--- config.mk ---
export PLATFORM = sky130hd
export DESIGN_NAME = mchk_err_logger
export DESIGN_NICKNAME = d
export VERILOG_FILES = /design/src/rtl/mchk_pkg.sv /design/src/rtl/mchk_vec_match.sv /design/src/rtl/mchk_src_qualify.sv /design/src/rtl/mchk_err_logger.sv
export SDC_FILE = /design/constraint.sdc
export NUM_CORES = 1
export LEC_CHECK = 0
export BUFFER_PORTS_ARGS = -buffer_cell sky130_fd_sc_hd__buf_2
export CORE_MARGIN = 2
export CORE_UTILIZATION = 30
export CTS_CLUSTER_DIAMETER = 50
export CTS_CLUSTER_SIZE = 16
export DETAILED_ROUTE_END_ITERATION = 8
export GPL_TIMING_DRIVEN = 1
export HOLD_SLACK_MARGIN = 0.08
export PLACE_DENSITY = 0.74
export REMOVE_ABC_BUFFERS = 1
export SKIP_LAST_GASP = 1
export SLEW_MARGIN = 10
export SYNTH_ARGS = -nofsm -noshare
export SYNTH_HDL_FRONTEND = slang
export SYNTH_SLANG_ARGS = --single-unit
--- constraint.sdc ---
create_clock -name clk -period 3.1 [get_ports clk]
set_clock_uncertainty 0.05 [all_clocks]
set_input_delay 0.155 -clock clk [delete_from_list [all_inputs] [get_ports clk]]
set_output_delay 0.155 -clock clk [all_outputs]
set_load 0.005 [all_outputs]
--- src/rtl/mchk_pkg.sv ---
package mchk_pkg;
    localparam int LOG_ADDR_W = 32;
    localparam int LOG_STAT_W = 8;
    // machine-check vector: only the low bits of the read address are compared
    localparam int VEC_CMP_W = 20;
    localparam logic [VEC_CMP_W-1:0] VEC_OFFSET = 20'h00200;
    // detection bits above the per-source ones
    localparam int EXTRA_BITS = 3;

    typedef struct packed {
        logic [LOG_ADDR_W-1:0] addr;
        logic [LOG_STAT_W-1:0] stat;
        logic                  pci;
        logic                  addr_bad;
    } log_t;
endpackage

--- src/rtl/mchk_vec_match.sv ---
module mchk_vec_match
    import mchk_pkg::*;
(
    input  logic                  rd_valid_i,
    input  logic [LOG_ADDR_W-1:0] rd_addr_i,
    output logic                  hit_o
);
    always_comb begin
        hit_o = rd_valid_i && (rd_addr_i[VEC_CMP_W-1:0] == VEC_OFFSET);
    end
endmodule

--- src/rtl/mchk_src_qualify.sv ---
module mchk_src_qualify
    import mchk_pkg::*;
#(
    parameter int NUM_SRC = 4,
    localparam int DET_W  = NUM_SRC + EXTRA_BITS
) (
    input  logic [NUM_SRC-1:0] src_err_i,
    input  logic [NUM_SRC-1:0] src_en_i,
    input  logic               side_err_i,
    input  logic               side_mc_en_i,
    input  logic               perr_i,
    input  logic               perr_resp_en_i,
    input  logic               par_det_i,
    output logic [DET_W-1:0]   set_o,
    output logic               mc_req_o
);
    logic [NUM_SRC-1:0] src_req;
    logic               perr_ok;

    for (genvar g = 0; g < NUM_SRC; g++) begin : g_src
        assign set_o[g]   = src_err_i[g];
        assign src_req[g] = src_err_i[g] & src_en_i[g];
    end

    always_comb begin
        perr_ok              = perr_i & perr_resp_en_i;
        set_o[NUM_SRC]       = side_err_i;
        set_o[NUM_SRC+1]     = perr_ok;
        set_o[NUM_SRC+2]     = par_det_i;
        mc_req_o             = (|src_req) | (side_err_i & side_mc_en_i) | perr_ok;
    end
endmodule

--- src/rtl/mchk_err_logger.sv ---
module mchk_err_logger
    import mchk_pkg::*;
#(
    parameter int NUM_SRC = 4,
    localparam int DET_W  = NUM_SRC + EXTRA_BITS
) (
    input  logic                  clk,
    input  logic                  rst_n,
    input  logic [NUM_SRC-1:0]    src_err_i,
    input  logic [NUM_SRC-1:0]    src_en_i,
    input  logic                  side_err_i,
    input  logic                  side_mc_en_i,
    input  logic                  perr_i,
    input  logic                  perr_resp_en_i,
    input  logic                  par_det_i,
    input  logic [LOG_ADDR_W-1:0] cap_addr_i,
    input  logic [LOG_STAT_W-1:0] cap_stat_i,
    input  logic                  cap_pci_i,
    input  logic                  cap_addr_bad_i,
    input  logic                  rd_valid_i,
    input  logic [LOG_ADDR_W-1:0] rd_addr_i,
    input  logic                  clr_we_i,
    input  logic [DET_W-1:0]      clr_mask_i,
    output logic [DET_W-1:0]      det_o,
    output logic [LOG_ADDR_W-1:0] log_addr_o,
    output logic [LOG_STAT_W-1:0] log_stat_o,
    output logic                  log_pci_o,
    output logic                  log_addr_bad_o,
    output logic                  mchk_o
);
    typedef struct packed {
        logic [DET_W-1:0] det;
        log_t             log;
        logic             mc;
    } state_t;

    state_t st_d, st_q;

    logic [DET_W-1:0] set_vec;
    logic             mc_req;
    logic             vec_hit;
    logic             log_open;
    logic [DET_W-1:0] clr_vec;

    mchk_src_qualify #(.NUM_SRC(NUM_SRC)) u_qual (
        .src_err_i      (src_err_i),
        .src_en_i       (src_en_i),
        .side_err_i     (side_err_i),
        .side_mc_en_i   (side_mc_en_i),
        .perr_i         (perr_i),
        .perr_resp_en_i (perr_resp_en_i),
        .par_det_i      (par_det_i),
        .set_o          (set_vec),
        .mc_req_o       (mc_req)
    );

    mchk_vec_match u_vec (
        .rd_valid_i (rd_valid_i),
        .rd_addr_i  (rd_addr_i),
        .hit_o      (vec_hit)
    );

    always_comb begin
        st_d     = st_q;
        log_open = (st_q.det == '0);
        clr_vec  = clr_we_i ? clr_mask_i : '0;
        // new events override a clear of the same bit
        st_d.det = (st_q.det & ~clr_vec) | set_vec;
        if (log_open && (set_vec != '0)) begin
            st_d.log.addr     = cap_addr_i;
            st_d.log.stat     = cap_stat_i;
            st_d.log.pci      = cap_pci_i;
            st_d.log.addr_bad = cap_addr_bad_i;
        end
        if (vec_hit) begin
            st_d.mc = 1'b0;
        end
        if (log_open && mc_req) begin
            st_d.mc = 1'b1;
        end
    end

    always_ff @(posedge clk) begin
        if (!rst_n) begin
            st_q <= '0;
        end else begin
            st_q <= st_d;
        end
    end

    assign det_o          = st_q.det;
    assign log_addr_o     = st_q.log.addr;
    assign log_stat_o     = st_q.log.stat;
    assign log_pci_o      = st_q.log.pci;
    assign log_addr_bad_o = st_q.log.addr_bad;
    assign mchk_o         = st_q.mc;

    AST_DET_STICKY: assert property (@(posedge clk) disable iff (!rst_n)
        !clr_we_i |=> ((det_o & $past(det_o)) == $past(det_o))) else $error("sticky");
    AST_LOG_HELD: assert property (@(posedge clk) disable iff (!rst_n)
        (det_o != '0) |=> $stable(log_addr_o) && $stable(log_stat_o)) else $error("log");
    AST_MC_RISE_IDLE: assert property (@(posedge clk) disable iff (!rst_n)
        $rose(mchk_o) |-> ($past(det_o) == '0)) else $error("rise");
    AST_MC_HOLD: assert property (@(posedge clk) disable iff (!rst_n)
        (mchk_o && !vec_hit) |=> mchk_o) else $error("hold");
    AST_MC_DROP: assert property (@(posedge clk) disable iff (!rst_n)
        (mchk_o && vec_hit && (det_o != '0)) |=> !mchk_o) else $error("drop");
endmodule

======== Yosys cells after proc, flatten, opt, wreduce, memory -nomap -nowiden ========
Index checks and enable logic that the tools add are counted.
Widths: inputs -> output; s select.
storage, ports and cells
  register bits after elaboration ......... 50
  bits of input ports ..................... 98
  output and inout port bits .............. 50
  word-level logic and storage cells ...... 28
cells by class
  equality and inequality tests ........... 1
  multiplexer cells ....................... 3
  bitwise operators ....................... 11
  reduce and logical (&&, ||, !) cells .... 7
operators with widths
  operator              count
  $eq 20x10->1 const B  1
  $and 7x7->7           1
  $logic_not 7->1       1
  $mux 7                1
  $not 7->7             1
  $or 7x7->7            1
  $reduce_bool 7->1     1
  $and 1x1->1           6
  $reduce_or 4->1       1
  $logic_and 1x1->1     3
  $mux 1                2
  $or 1x1->1            2
  $reduce_bool 2->1     1

======== Logic depth before layout (Yosys ltp) ========
  word-level depth ........................ 6
  mapped depth ............................ 5
  gate-level depth less buffers ........... 4

======== By module ========
Synthesis repeated with hierarchy kept, for this count alone.
second synthesis, totals
  cell total of the unflattened synthesis .. 239
  area, all modules ....................... 2142.1 µm²
by module, submodules not included
  module            times used  cells each  area an instance (µm²)  sequential area each (µm²)
  mchk_err_logger   1           219         1993.2                  1001.0
  mchk_src_qualify  1           12          87.6                    0.0
  mchk_vec_match    1           8           61.3                    0.0

======== Least setup slack after synthesis ========
OpenSTA, ideal clock, no wires.
  kind .................................... reg-to-reg
  start ................................... reg st_q, in the netlist det_o[1]
  end ..................................... reg st_q, in the netlist log_addr_bad_o
  library setup time ...................... 0.116 ns
  data arrival time ....................... 1.755 ns
  data required time ...................... 2.934 ns
  slack ................................... 1.179 ns
  stages on the path, launching flop included .. 6
  path buffers ............................ 1
  period minus slack after synthesis ...... 1.921 ns
  cell sequence ........................... dfxtp_1 or4_4 a211oi_4 buf_8 mux2i_1 nor2b_1
between the ends
  cells in the longest elaborated chain, start to end .. 2
ends and longest elaborated chain
  element                 RTL line               text
  start, declared         mchk_err_logger.sv:37  state_t st_d, st_q;
  start signal, assigned  mchk_err_logger.sv:87  st_q <= st_d;
  $logic_not 7->1         mchk_err_logger.sv:65  log_open = (st_q.det == '0);
  $logic_and 1x1->1       mchk_err_logger.sv:69  if (log_open && (set_vec != '0)) begin
Every way passes these cells.
A chain may end at the register's enable or synchronous reset.

======== Worst setup path in the final report ========
  start ................................... reg st_q, in the netlist det_o[1]
  end ..................................... reg st_q, in the netlist log_addr_o[9]
Same word-level chain as after synthesis.

==> results.toml <==
[status]
outcome = "finished, final reports clean"

[pwr]
switching_power_uw = 314
max-vdd-ir-drop_uv = 168
clock_power_share = 0.293
p_leak_uw = 0.00147
p_int_uw = 1000
power_switching_share = 0.239
power.density_nw_per_um2 = 400
combPwrFrac = 0.183
power.sequential.fraction = 0.524

[synth]
post-synth-top-area-cell = "sky130_fd_sc_hd__dfxtp_1"
postSynthCellCount = 185
synthesis.yosys.warnings = 0
synth_top_flop_cell = "sky130_fd_sc_hd__dfxtp_1"
area_share_of_fa_ha_maj_cells_after_synthesis = 0
synth-async-reset-ratio = 0
mappedNetlistArea_um2 = 2020
dominant_combinational_cell_family_by_area_after_synthesis = "simple AND/OR/NAND/NOR gates"
syn_avg_cell_area_um2 = 10.9
yosys_register_bits = 50
synth.yosys.seq_area_share = 0.496
ys_types = 20
synth_edf_count = 0
post_synth_most_frequent_cells = "sky130_fd_sc_hd__dfxtp_1 (50), sky130_fd_sc_hd__nor2b_1 (48), sky130_fd_sc_hd__mux2i_1 (42)"
ys_top_cells_by_area = "sky130_fd_sc_hd__dfxtp_1 (50%), sky130_fd_sc_hd__mux2i_1 (21%), sky130_fd_sc_hd__nor2b_1 (15%), sky130_fd_sc_hd__buf_8 (3.0%), sky130_fd_sc_hd__nand2_1 (2.0%)"
synth_mux_area_frac = 0.208
post-synth-top-count-cell = "sky130_fd_sc_hd__dfxtp_1"
synth-xor-area-share = 0
yosysTopAreaCellShare = 0.496
synth_simple_gate_area_share = 0.211
synth_compound_gate_area_share = 0.0458

[worst_setup_path]
crit_type = "flip-flop to flip-flop"
required_ns = 3.25
worstReg2RegStart = "det_o[1]"
worst_r2r_path_depth = 5
critical_path.max_fanout = 22
arrival_ns = 2.13
crit_end = "log_addr_o[9]"
ff2ff_setup_slack_ns = 1.12
critPathLaunchType = "flip-flop"
reg2reg_to = "log_addr_o[9]"
worstSetupStartpoint = "det_o[1]"
end_kind = "flip-flop"

[final_layout]
seq_area_um2 = 1000
area.growth.synth_to_final_pct = 62.9
fin_nets = 465
multi_input_comb_area_um2 = 940
diodes = 0
drive_above_1_share = 0.399
fillerInstances = 578
final_non_filler_cells = 445
postLayoutCellArea_um2 = 3290

[global_routing]
grt-ovfl-total = 0
grt_use_total = 0.152
number_of_global_route_vias_before_repair = 2048
first_pass_grt_wire_length_um = 9110
grt_antenna_before_repair = 0
grt_max_degree = 51

[clock_network]
cts_tree = "yes"
cts_max_level = 2
worst_setup_hold_path_clk_slew_ns = 0.09
cts_bufs_inserted = 5
clockBufferDepth = 2
clock_sink_count = 50
clock_latency_late_sink_ns = 0.30
cts_root_buf = "sky130_fd_sc_hd__clkbuf_8"
cts_post_setup_buffers_inserted = 0

[place]
numPortBuffers = 135
place.detailed.hpwl_um = 3590
dpl_cell_area_um2 = 2730
placer_congestion_estimate = 0.838
placed_cells_incl_taps = 390

[timing]
timing_hold_violations_final = 0
timing.hold.ws_ns = 0.0997
tightest_slew_ns = 0.671
post-route-period-util = 0.639
totalNegativeSetupSlack_ns = 0
setup_viol = 0
max_freq_mhz = 505
setup_repair_after_global_routing_missed_its_margin = "no"
maxSlewViolCount = 0
finalWorstPathRequiredPeriod_ns = 1.98
max-slew-margin-rel = 0.553

[detailed_routing]
detailroute.via_count = 2002
postRouteAntennaNets = 0
detailedRoute.firstPassIterationCount = 4
drc = 0
initialDrtViolationCount = 40
post_drt_via_cell_ratio = 4.50
wl_cell_um = 12.6
drt_wirelength_um = 5610

[job]
maxCapViolations = 0

[hold_path]
worstHoldPathType = "input port to flip-flop"
worst_hold_startpoint = "cap_addr_i[9]"

[floorplan]
core_area_um2 = 6420
die-width_um = 86.0
fp-row-count = 29
fp.dieH_um = 86.0
fp.dieArea_um2 = 7400
total_i_o_pin_count = 148
initial_util = 0.314
-- worst max-delay path, stage by stage, from the launching register on --
cell	delay (ns)
sky130_fd_sc_hd__dfxtp_1	0.33
sky130_fd_sc_hd__or4_4	0.56
sky130_fd_sc_hd__a211oi_4	0.23
sky130_fd_sc_hd__buf_4	0.38
sky130_fd_sc_hd__mux2i_1	0.25
sky130_fd_sc_hd__nor2b_1	0.07
-- timing repair --
item	in CTS	in global routing
hold endpoints to repair	47	0
gates resized for setup	0	0
hold buffers	47	0
setup endpoints to repair	0	0
-- metal layers --
metal  vias to the layer above  GRT usage  routed length [um]
met1                       908      0.157                2120
met4                         0     0.0476                  68
met5                         -          0                   0
met2                        94      0.295                2950
li1                        991          -                   -
met3                         9     0.0414                 476
-- metrics by stage --
stage | utilization | setup WS [ns] | total power [uW]
2_1_floorplan | - | 0.113 | 792
3_3_place_gp | 0.425 | 1.11 | 891
3_5_place_dp | 0.425 | 1.11 | 897
4_1_cts | 0.512 | 1.09 | 1340
5_1_grt | 0.512 | 0.990 | 1390
6_report | 0.512 | 1.12 | 1320
-- power by group through the flow --
stage / registers [uW] / logic, uW / clock network (uW)
floorplan: 706 / 86.7 / 0
global placement: 702 / 189 / 0
detailed placement: 703 / 195 / 0
CTS: 689 / 240 / 411
global route: 693 / 266 / 435
finish: 689 / 240 / 386
-- cells by family (layout without fill, tap and decap cells) --
group	after synthesis	in the layout
AND/OR/NAND/NOR	71	71
flip-flops	50	50
multiplexers	42	42
buffers and inverters	9	192
AO/OA/AOI/OAI	13	13
-- layout make-up --
cell class,instances,area share
multi-input combinational,126,0.286
sequential,50,0.304
tap,77,0.0293
clock inverter,1,0.00152
timing repair buffer,184,0.353
clock buffer,7,0.0262
-- cells in the final DEF (no fill, tap or decap), drive strengths merged --
cell           n
a211oi         2
a21boi         2
a21oi          6
a22oi          2
buf          137
clkbuf         7
clkinv         1
dfxtp         50
dlygate4sd3   47
mux2i         42
nand2         11
nand3b         1
nand4          2
nor2           1
nor2b         48
nor3           1
nor4           4
nor4b          1
o21ai          1
or3            1
or4            1
-- worst min path at each step --
stage,slack [ns],end,depth (start not counted)
floorplan,0.23,det_o[0],1
global route,0.10,log_addr_o[9],3
finish,0.1,log_addr_o[9],3
CTS,0.08,det_o[0],3
global placement,0.36,log_addr_o[2],3
detailed placement,0.37,log_addr_o[16],3
-- registers in the layout, summed over array words and instances, names as in the netlist --
name            cells
log_addr_o         32
log_stat_o          8
det_o               7
log_addr_bad_o      1
log_pci_o           1
mchk_o              1
Power figures use the tool's default switching activity.
